$ cat src/rtl/swk_pkg.sv
package swk_pkg;
  typedef enum logic [2:0] {
    S_RUN         = 3'd0,
    S_STOPPED     = 3'd1,
    S_WAIT_STABLE = 3'd2,
    S_RUN_LIMP    = 3'd3,
    S_RESET_REQ   = 3'd4
  } swk_state_e;

  typedef struct packed {
    logic go_reset;
    logic limp;
    logic delay;
  } swk_path_t;
endpackage

$ cat src/rtl/swk_rst_sync.sv
module swk_rst_sync #(
  parameter int STAGES = 2
) (
  input  logic clk,
  input  logic rst_n,
  output logic rst_n_sync
);
  logic [STAGES-1:0] sync_q;

  always_ff @(posedge clk or negedge rst_n) begin
    if (!rst_n) sync_q <= '0;
    else        sync_q <= {sync_q[STAGES-2:0], 1'b1};
  end

  assign rst_n_sync = sync_q[STAGES-1];
endmodule

$ cat src/rtl/swk_mode_dec.sv
module swk_mode_dec
  import swk_pkg::*;
(
  input  logic      lh_off,
  input  logic      mon_en,
  input  logic      dly_en,
  output swk_path_t path
);
  // Monitor bit only matters with limp-home disabled; delay bit only
  // matters when no reset is requested.
  always_comb begin
    path.go_reset = lh_off & mon_en;
    path.limp     = ~lh_off;
    path.delay    = dly_en;
  end
endmodule

$ cat src/rtl/swk_stab_cnt.sv
module swk_stab_cnt #(
  parameter int CNT_W = 12
) (
  input  logic clk,
  input  logic rst_n,
  input  logic run,
  input  logic use_vco,
  input  logic osc_tick,
  input  logic vco_tick,
  output logic wrap
);
  localparam logic [CNT_W-1:0] CNT_MAX = {CNT_W{1'b1}};

  logic [CNT_W-1:0] cnt_q, cnt_d;
  logic             tick;

  assign tick = use_vco ? vco_tick : osc_tick;
  assign wrap = run & tick & (cnt_q == CNT_MAX);

  always_comb begin
    cnt_d = cnt_q;
    if (!run)      cnt_d = '0;
    else if (tick) cnt_d = cnt_q + 1'b1;
  end

  always_ff @(posedge clk or negedge rst_n) begin
    if (!rst_n) cnt_q <= '0;
    else        cnt_q <= cnt_d;
  end

  // count frozen between selected ticks
  p_hold_no_tick_r4: assert property (@(posedge clk) disable iff (!rst_n)
    (run && !tick) |=> $stable(cnt_q));
  // count starts from zero
  p_clear_idle_r5: assert property (@(posedge clk) disable iff (!rst_n)
    !run |=> (cnt_q == '0));
endmodule

$ cat src/rtl/stop_wake_seq.sv
module stop_wake_seq
  import swk_pkg::*;
#(
  parameter int CNT_W      = 12,
  parameter int SYNC_STAGE = 2
) (
  input  logic clk,
  input  logic rst_n,
  input  logic cfg_lh_off,
  input  logic cfg_mon_en,
  input  logic cfg_dly_en,
  input  logic stop_req,
  input  logic pstop_req,
  input  logic wake_evt,
  input  logic osc_good,
  input  logic osc_tick,
  input  logic vco_tick,
  output logic clk_sel_osc,
  output logic core_clk_en,
  output logic mon_rst_req,
  output logic stab_done
);
  logic       rst_n_s;
  swk_path_t  path;
  swk_state_e state_q, state_d;
  logic       done_q, done_d;
  logic       stop_any, cnt_run, cnt_wrap;

  swk_rst_sync #(.STAGES(SYNC_STAGE)) u_rst (
    .clk(clk), .rst_n(rst_n), .rst_n_sync(rst_n_s));

  swk_mode_dec u_dec (
    .lh_off(cfg_lh_off), .mon_en(cfg_mon_en), .dly_en(cfg_dly_en), .path(path));

  assign stop_any = stop_req | pstop_req;
  assign cnt_run  = (state_q == S_WAIT_STABLE);

  swk_stab_cnt #(.CNT_W(CNT_W)) u_cnt (
    .clk(clk), .rst_n(rst_n_s), .run(cnt_run), .use_vco(path.limp),
    .osc_tick(osc_tick), .vco_tick(vco_tick), .wrap(cnt_wrap));

  always_comb begin
    state_d = state_q;
    done_d  = done_q;
    case (state_q)
      S_RUN: if (stop_any) begin
        if (path.go_reset) state_d = S_RESET_REQ;
        else begin
          state_d = S_STOPPED;
          done_d  = 1'b0;
        end
      end
      S_RESET_REQ: state_d = S_RUN;
      S_STOPPED: if (wake_evt) begin
        if (path.delay)     state_d = S_WAIT_STABLE;
        else if (path.limp) state_d = S_RUN_LIMP;
        else                state_d = S_RUN;
      end
      S_WAIT_STABLE: if (cnt_wrap) begin
        done_d  = 1'b1;
        state_d = path.limp ? S_RUN_LIMP : S_RUN;
      end
      S_RUN_LIMP: if (osc_good) state_d = S_RUN;
      default: state_d = S_RUN;
    endcase
  end

  always_ff @(posedge clk or negedge rst_n_s) begin
    if (!rst_n_s) begin
      state_q <= S_RUN;
      done_q  <= 1'b0;
    end else begin
      state_q <= state_d;
      done_q  <= done_d;
    end
  end

  assign core_clk_en = (state_q == S_RUN) || (state_q == S_RUN_LIMP);
  assign clk_sel_osc = (state_q != S_RUN_LIMP);
  assign mon_rst_req = (state_q == S_RESET_REQ);
  assign stab_done   = done_q;

  p_rst_pulse_r2: assert property (@(posedge clk) disable iff (!rst_n_s)
    mon_rst_req |=> (!mon_rst_req && core_clk_en));
  p_rst_gate_r2: assert property (@(posedge clk) disable iff (!rst_n_s)
    mon_rst_req |-> !core_clk_en);
  p_stop_gate_r3: assert property (@(posedge clk) disable iff (!rst_n_s)
    (state_q == S_RUN && stop_any && !path.go_reset) |=> (!core_clk_en && !stab_done));
  p_done_exit_r9: assert property (@(posedge clk) disable iff (!rst_n_s)
    (state_q == S_WAIT_STABLE && cnt_wrap) |=> (stab_done && core_clk_en));
  p_limp_hold_r7: assert property (@(posedge clk) disable iff (!rst_n_s)
    (state_q == S_RUN_LIMP && !osc_good) |=> !clk_sel_osc);
  p_wake_ignored_r10: assert property (@(posedge clk) disable iff (!rst_n_s)
    (state_q == S_RUN && wake_evt && !stop_any) |=> (state_q == S_RUN));
endmodule

$ cat config.mk
export PLATFORM = sky130hd
export DESIGN_NAME = stop_wake_seq
export DESIGN_NICKNAME = d
export VERILOG_FILES = /design/src/rtl/swk_pkg.sv /design/src/rtl/swk_rst_sync.sv /design/src/rtl/swk_mode_dec.sv /design/src/rtl/swk_stab_cnt.sv /design/src/rtl/stop_wake_seq.sv
export SDC_FILE = /design/constraint.sdc
export NUM_CORES = 1
export LEC_CHECK = 0
export CAP_MARGIN = 30
export CORE_MARGIN = 4
export CORE_UTILIZATION = 51
export DETAILED_ROUTE_END_ITERATION = 10
export HOLD_SLACK_MARGIN = 0.06
export PLACE_DENSITY_LB_ADDON = 0.15
export SYNTH_ARGS = -nofsm -noshare
export SYNTH_HDL_FRONTEND = slang
export SYNTH_HIERARCHICAL = 1
export SYNTH_SLANG_ARGS = --single-unit
$ cat constraint.sdc
create_clock -name clk -period 1.2 [get_ports clk]
set_clock_uncertainty 0.05 [all_clocks]
set_input_delay 0.24 -clock clk [delete_from_list [all_inputs] [get_ports clk]]
set_output_delay 0.24 -clock clk [all_outputs]
set_load 0.01 [all_outputs]
==> flow_summary.json, run 1 <==
{
  "ys_ff_latch": 18,
  "fp-row-count": 16,
  "seq_area_frac_synth_pct": 42.81,
  "fp.dieH_um": 53.43,
  "worstEpCategory": "register data pin",
  "synth.avg_cell_area_sq_um": 9.654,
  "gp_congestion": 0.8642,
  "cts_made_buffers": 3,
  "cts_sinks": 18,
  "haltStage": "global routing",
  "clockBufferDepth": 2,
  "status": "did not finish",
  "yosysUniqueCellTypes": 34,
  "grt_max_degree": 17,
  "firstError": "[ERROR DPL-0038] Utilization greater than 100%, impossible to legalize",
  "yosysWarnings": 6,
  "netlist_area_sq_um": 1052,
  "worst_endpoint": "stab_done$_DFFE_PN0P_/D",
  "die_w_um": 53.43,
  "hpwlAfterDp_mm": 2.007,
  "ctsRootBufferMaster": "clkbuf_4",
  "initial_core_util_pct": 53.64,
  "cts_max_level": 1,
  "portBuffers": 14,
  "pre_cts_ws_ns": -1.221,
  "synthCells": 109,
  "pin_count": 15,
  "synth_nets": 121
}
==> cell families after synthesis <==
kind of cell	after synthesis	share of synthesized area [%]
buffers and inverters	11	6.182
other	1	0.3564
multiplexers	8	7.967
adder cells (fa/ha/maj)	1	1.189
AO/OA/AOI/OAI	21	14.39
AND/OR/NAND/NOR	47	25.45
flip-flops	18	42.81
XOR/XNOR	2	1.665
==> cells in the mapped netlist <==
master / number / share of area (%)
o41ai_2: 1 / 1.5
nor4_1: 3 / 1.8
nor3_2: 1 / 0.95
or3_1: 2 / 1.2
o211ai_1: 1 / 0.71
clkbuf_2: 1 / 0.48
mux2i_2: 1 / 1.3
ha_1: 1 / 1.2
or4_1: 5 / 3.6
xor2_1: 2 / 1.7
buf_4: 2 / 1.4
mux2i_1: 7 / 6.7
nor2b_1: 2 / 1.2
nor4b_1: 1 / 0.83
a41o_1: 1 / 0.95
nor2_1: 6 / 2.1
nand3_1: 3 / 1.4
nand4_1: 1 / 0.59
nor3b_1: 1 / 0.71
conb_1: 1 / 0.36
a21oi_1: 7 / 3.3
buf_6: 2 / 2.1
inv_1: 6 / 2.1
o31ai_1: 4 / 2.9
nand2_1: 13 / 4.6
nand4_4: 1 / 2.0
o21ai_0: 2 / 0.95
dfrtp_1: 18 / 43
and2_1: 1 / 0.59
o21a_4: 1 / 1.4
nand2b_1: 4 / 2.4
o31ai_2: 1 / 1.2
o21ai_1: 3 / 1.4
nor3_1: 3 / 1.4
==> through the flow <==
step / hold WS [ns] / TNS, ns / cells / cell area [sq um] / utilization [%]
CTS: 0.1584 / -5.432 / 211 / 1886 / 96.11
global placement: 0.1361 / -12.74 / 178 / 1454 / 74.11
floorplan: -0.1056 / -2.929 / 109 / 1075 / -
detailed placement: 0.1519 / -13.28 / 178 / 1454 / 74.11
==> timing repair <==
| item | 4_1_cts |
|---|---|
| setup endpoints to repair | 20 |
| pin swaps | 15 |
| buffers inserted | 28 |
| hold endpoints to repair | 2 |
| gates resized for setup | 62 |
| hold buffers | 1 |
| cloned | 2 |
==> inputs of run 2 (changes only) <==
Settings changed: CORE_AREA set to 4 4 65 67, CORE_MARGIN 4 to not set, CORE_UTILIZATION 51 to not set, DIE_AREA set to 0 0 69 71, HOLD_SLACK_MARGIN 0.06 to not set.
==> run 2 against run 1 <==
The flow now finishes, with violations (negative setup slack). Synthesized cell count unchanged. Area after synthesis unchanged.
==> flow_summary.json, run 2 <==
{
  "period_needed_ns": 2.030,
  "grt_use_total_pct": 12.31,
  "post_drt_via_cell_ratio": 4.808,
  "power.leakage_nw": 0.7987,
  "drive_gt1_share_pct": 51.46,
  "post-route-period-util_pct": 169.2,
  "largest_reg_flops": 12,
  "synthArstFlopShare_pct": 100.0,
  "rr_startpoint": "u_cnt/cnt_q[0]",
  "gp_congestion": 0.7783,
  "yosysWarnings": 6,
  "wl_per_cell_um": 13.38,
  "n_antenna_cell": 0,
  "failed_checks": "negative setup slack",
  "die_w_um": 69,
  "cts_sinks": 18,
  "r2r_end": "stab_done",
  "portBuffers": 14,
  "layout.nets": 184,
  "synth_most_common_cell": "dfrtp_1",
  "fillers": 354,
  "min_path_type": "in -> async",
  "fp.dieH_um": 71,
  "hold-worst-slack_ns": 0.09475,
  "layout_common_cells": "buf_4 (37), dfrtp_1 (18), nand2_1 (12)",
  "fmax_ghz": 0.4926,
  "critPathCaptureType": "flip-flop",
  "synthCells": 109,
  "netlist_area_sq_um": 1052,
  "drt_pass1_iterations": 4,
  "num_vias": 1053,
  "finalHoldViolCount": 0,
  "ir_drop_mv": 0.6150,
  "postCtsHoldBufs": 0,
  "start_kind": "flip-flop",
  "grt_pass1_vias": 1114,
  "ant_nets": 0,
  "cts_tree": "yes",
  "grt_max_degree": 17,
  "netlist.top_cell.by_area": "dfrtp_1",
  "pin_count": 15,
  "yosysUniqueCellTypes": 34,
  "fp-row-count": 22,
  "cts_made_buffers": 3,
  "netlist_top_cells_count": "dfrtp_1 (18), nand2_1 (13), a21oi_1 (7), mux2i_1 (7)",
  "place_area_sq_um": 1473,
  "rsz0062_at_grt": "true",
  "max_cap_violations": 0,
  "clockBufferDepth": 2,
  "crit_type": "reg -> reg",
  "r2r_cells": 8,
  "crit_required_ns": 1.28,
  "power_w": 0.002313,
  "pre_cts_ws_ns": -1.207,
  "ys_top_cells_by_area": "dfrtp_1 (43%), mux2i_1 (6.7%), nand2_1 (4.6%)",
  "layout_commonest_cell": "buf_4",
  "die-area_sq_um": 4899,
  "setup_ws_ns": -0.8302,
  "ys_ff_latch": 18,
  "clk_pin_slew_worst_paths_ns": 0.07,
  "arrival_ns": 2.11,
  "slew_violations": 0,
  "grt_pass1_wl_mm": 5.009,
  "first_iter_violations": 33,
  "ctsRootBufferMaster": "clkbuf_8",
  "powerDensity_nw_per_um2": 1257,
  "hpwlAfterDp_mm": 1.959,
  "status": "finished with violations",
  "initial_core_util_pct": 28.96,
  "crit_fanout": 2,
  "antenna_found_initial": 0,
  "area_delta_synth_final_pct": 74.91,
  "core_region_area_sq_um": 3633,
  "design_area_sq_um": 1841,
  "reg.largest.list": "u_cnt/cnt_q x12, state_q x3, u_rst/sync_q x2",
  "synth_ff_type": "dfrtp_1",
  "wirelength_mm": 2.931,
  "route.detailed.drc": 0,
  "synth_top_area_share_pct": 42.81,
  "overflow": 0,
  "setup_viol": 19,
  "clkLatencyLatePin_ns": 0.25,
  "synth.avg_cell_area_sq_um": 9.654,
  "seq_area_frac_synth_pct": 42.81,
  "synth_nets": 121,
  "r2r_slack_ns": -0.83,
  "regMostFlops": "u_cnt/cnt_q",
  "synth_edf_count": 0,
  "cts_max_level": 1
}
[run 2: worst max path at each step]
stage | depth (start not counted) | endpoint | slack (ns) | from
2_1_floorplan | 8 | stab_done | -0.70 | cfg_lh_off
3_3_place_gp | 9 | stab_done | -1.17 | cfg_lh_off
3_5_place_dp | 9 | stab_done | -1.21 | cfg_lh_off
4_1_cts | 7 | stab_done | -0.81 | u_cnt/cnt_q[8]
5_1_grt | 8 | stab_done | -0.88 | u_cnt/cnt_q[0]
6_report | 8 | stab_done | -0.83 | u_cnt/cnt_q[0]
[run 2: kinds of logic (layout without fill, tap and decap cells)]
logic type | after synthesis | in the layout | share of synthesized area, %
flip-flops | 18 | 18 | 42.81
AND/OR/NAND/NOR | 47 | 47 | 25.45
XOR/XNOR | 2 | 2 | 1.665
adder cells (fa/ha/maj) | 1 | 1 | 1.189
buffers and inverters | 11 | 73 | 6.182
AO/OA/AOI/OAI | 21 | 21 | 14.39
other | 1 | 1 | 0.3564
multiplexers | 8 | 8 | 7.967
[run 2: report_power, final]
| group | internal (W) | switching (W) | total [W] |
|---|---|---|---|
| registers | 0.000657 | 0.0000422 | 0.000699 |
| logic | 0.000562 | 0.000555 | 0.00112 |
| clock network | 0.000291 | 0.000206 | 0.000497 |
| total | 0.00151 | 0.000803 | 0.00231 |
[run 2: what timing repair did]
item                                    in CTS  in global routing
resized for setup                           41                 19
pin swaps                                   14                 11
endpoints found under the setup margin      20                 20
setup buffers                               12                  7
cloned                                       1                  0
[run 2: final cells by class]
cell class | count | area (sq um) | area share [%]
tap | 48 | 60.06 | 3.263
timing repair buffer | 63 | 543.0 | 29.50
sequential | 18 | 450.4 | 24.47
clock buffer | 4 | 55.05 | 2.991
multi-input combinational | 80 | 706.9 | 38.41
inverter | 6 | 25.02 | 1.360
[run 2: critical path: stages, from the launching register on]
cell     delay [ns]
dfrtp_1        0.36
ha_2           0.19
nand2_2        0.06
or4_4          0.52
nor2_4         0.11
nor2b_2        0.06
o21a_4         0.19
o41ai_2        0.28
nand2_1        0.09
[run 2: layer usage]
metal	track usage [%]	wire, um	up-vias
met5	0	0	-
met4	2.603	13	0
met3	1.847	72	2
li1	-	-	512
met2	22.99	1670	12
met1	14.91	1175	527
[run 2: per-stage QoR]
step / std cells / utilization, % / TNS [ns]
final: 219 / 50.65 / -6.284
after global routing: 219 / 50.65 / -7.675
after CTS: 213 / 47.56 / -5.745
after detailed placement: 198 / 40.53 / -13.43
after global placement: 198 / 40.53 / -13.12
after floorplan: 109 / - / -2.929
Power figures use the tool's default switching activity.
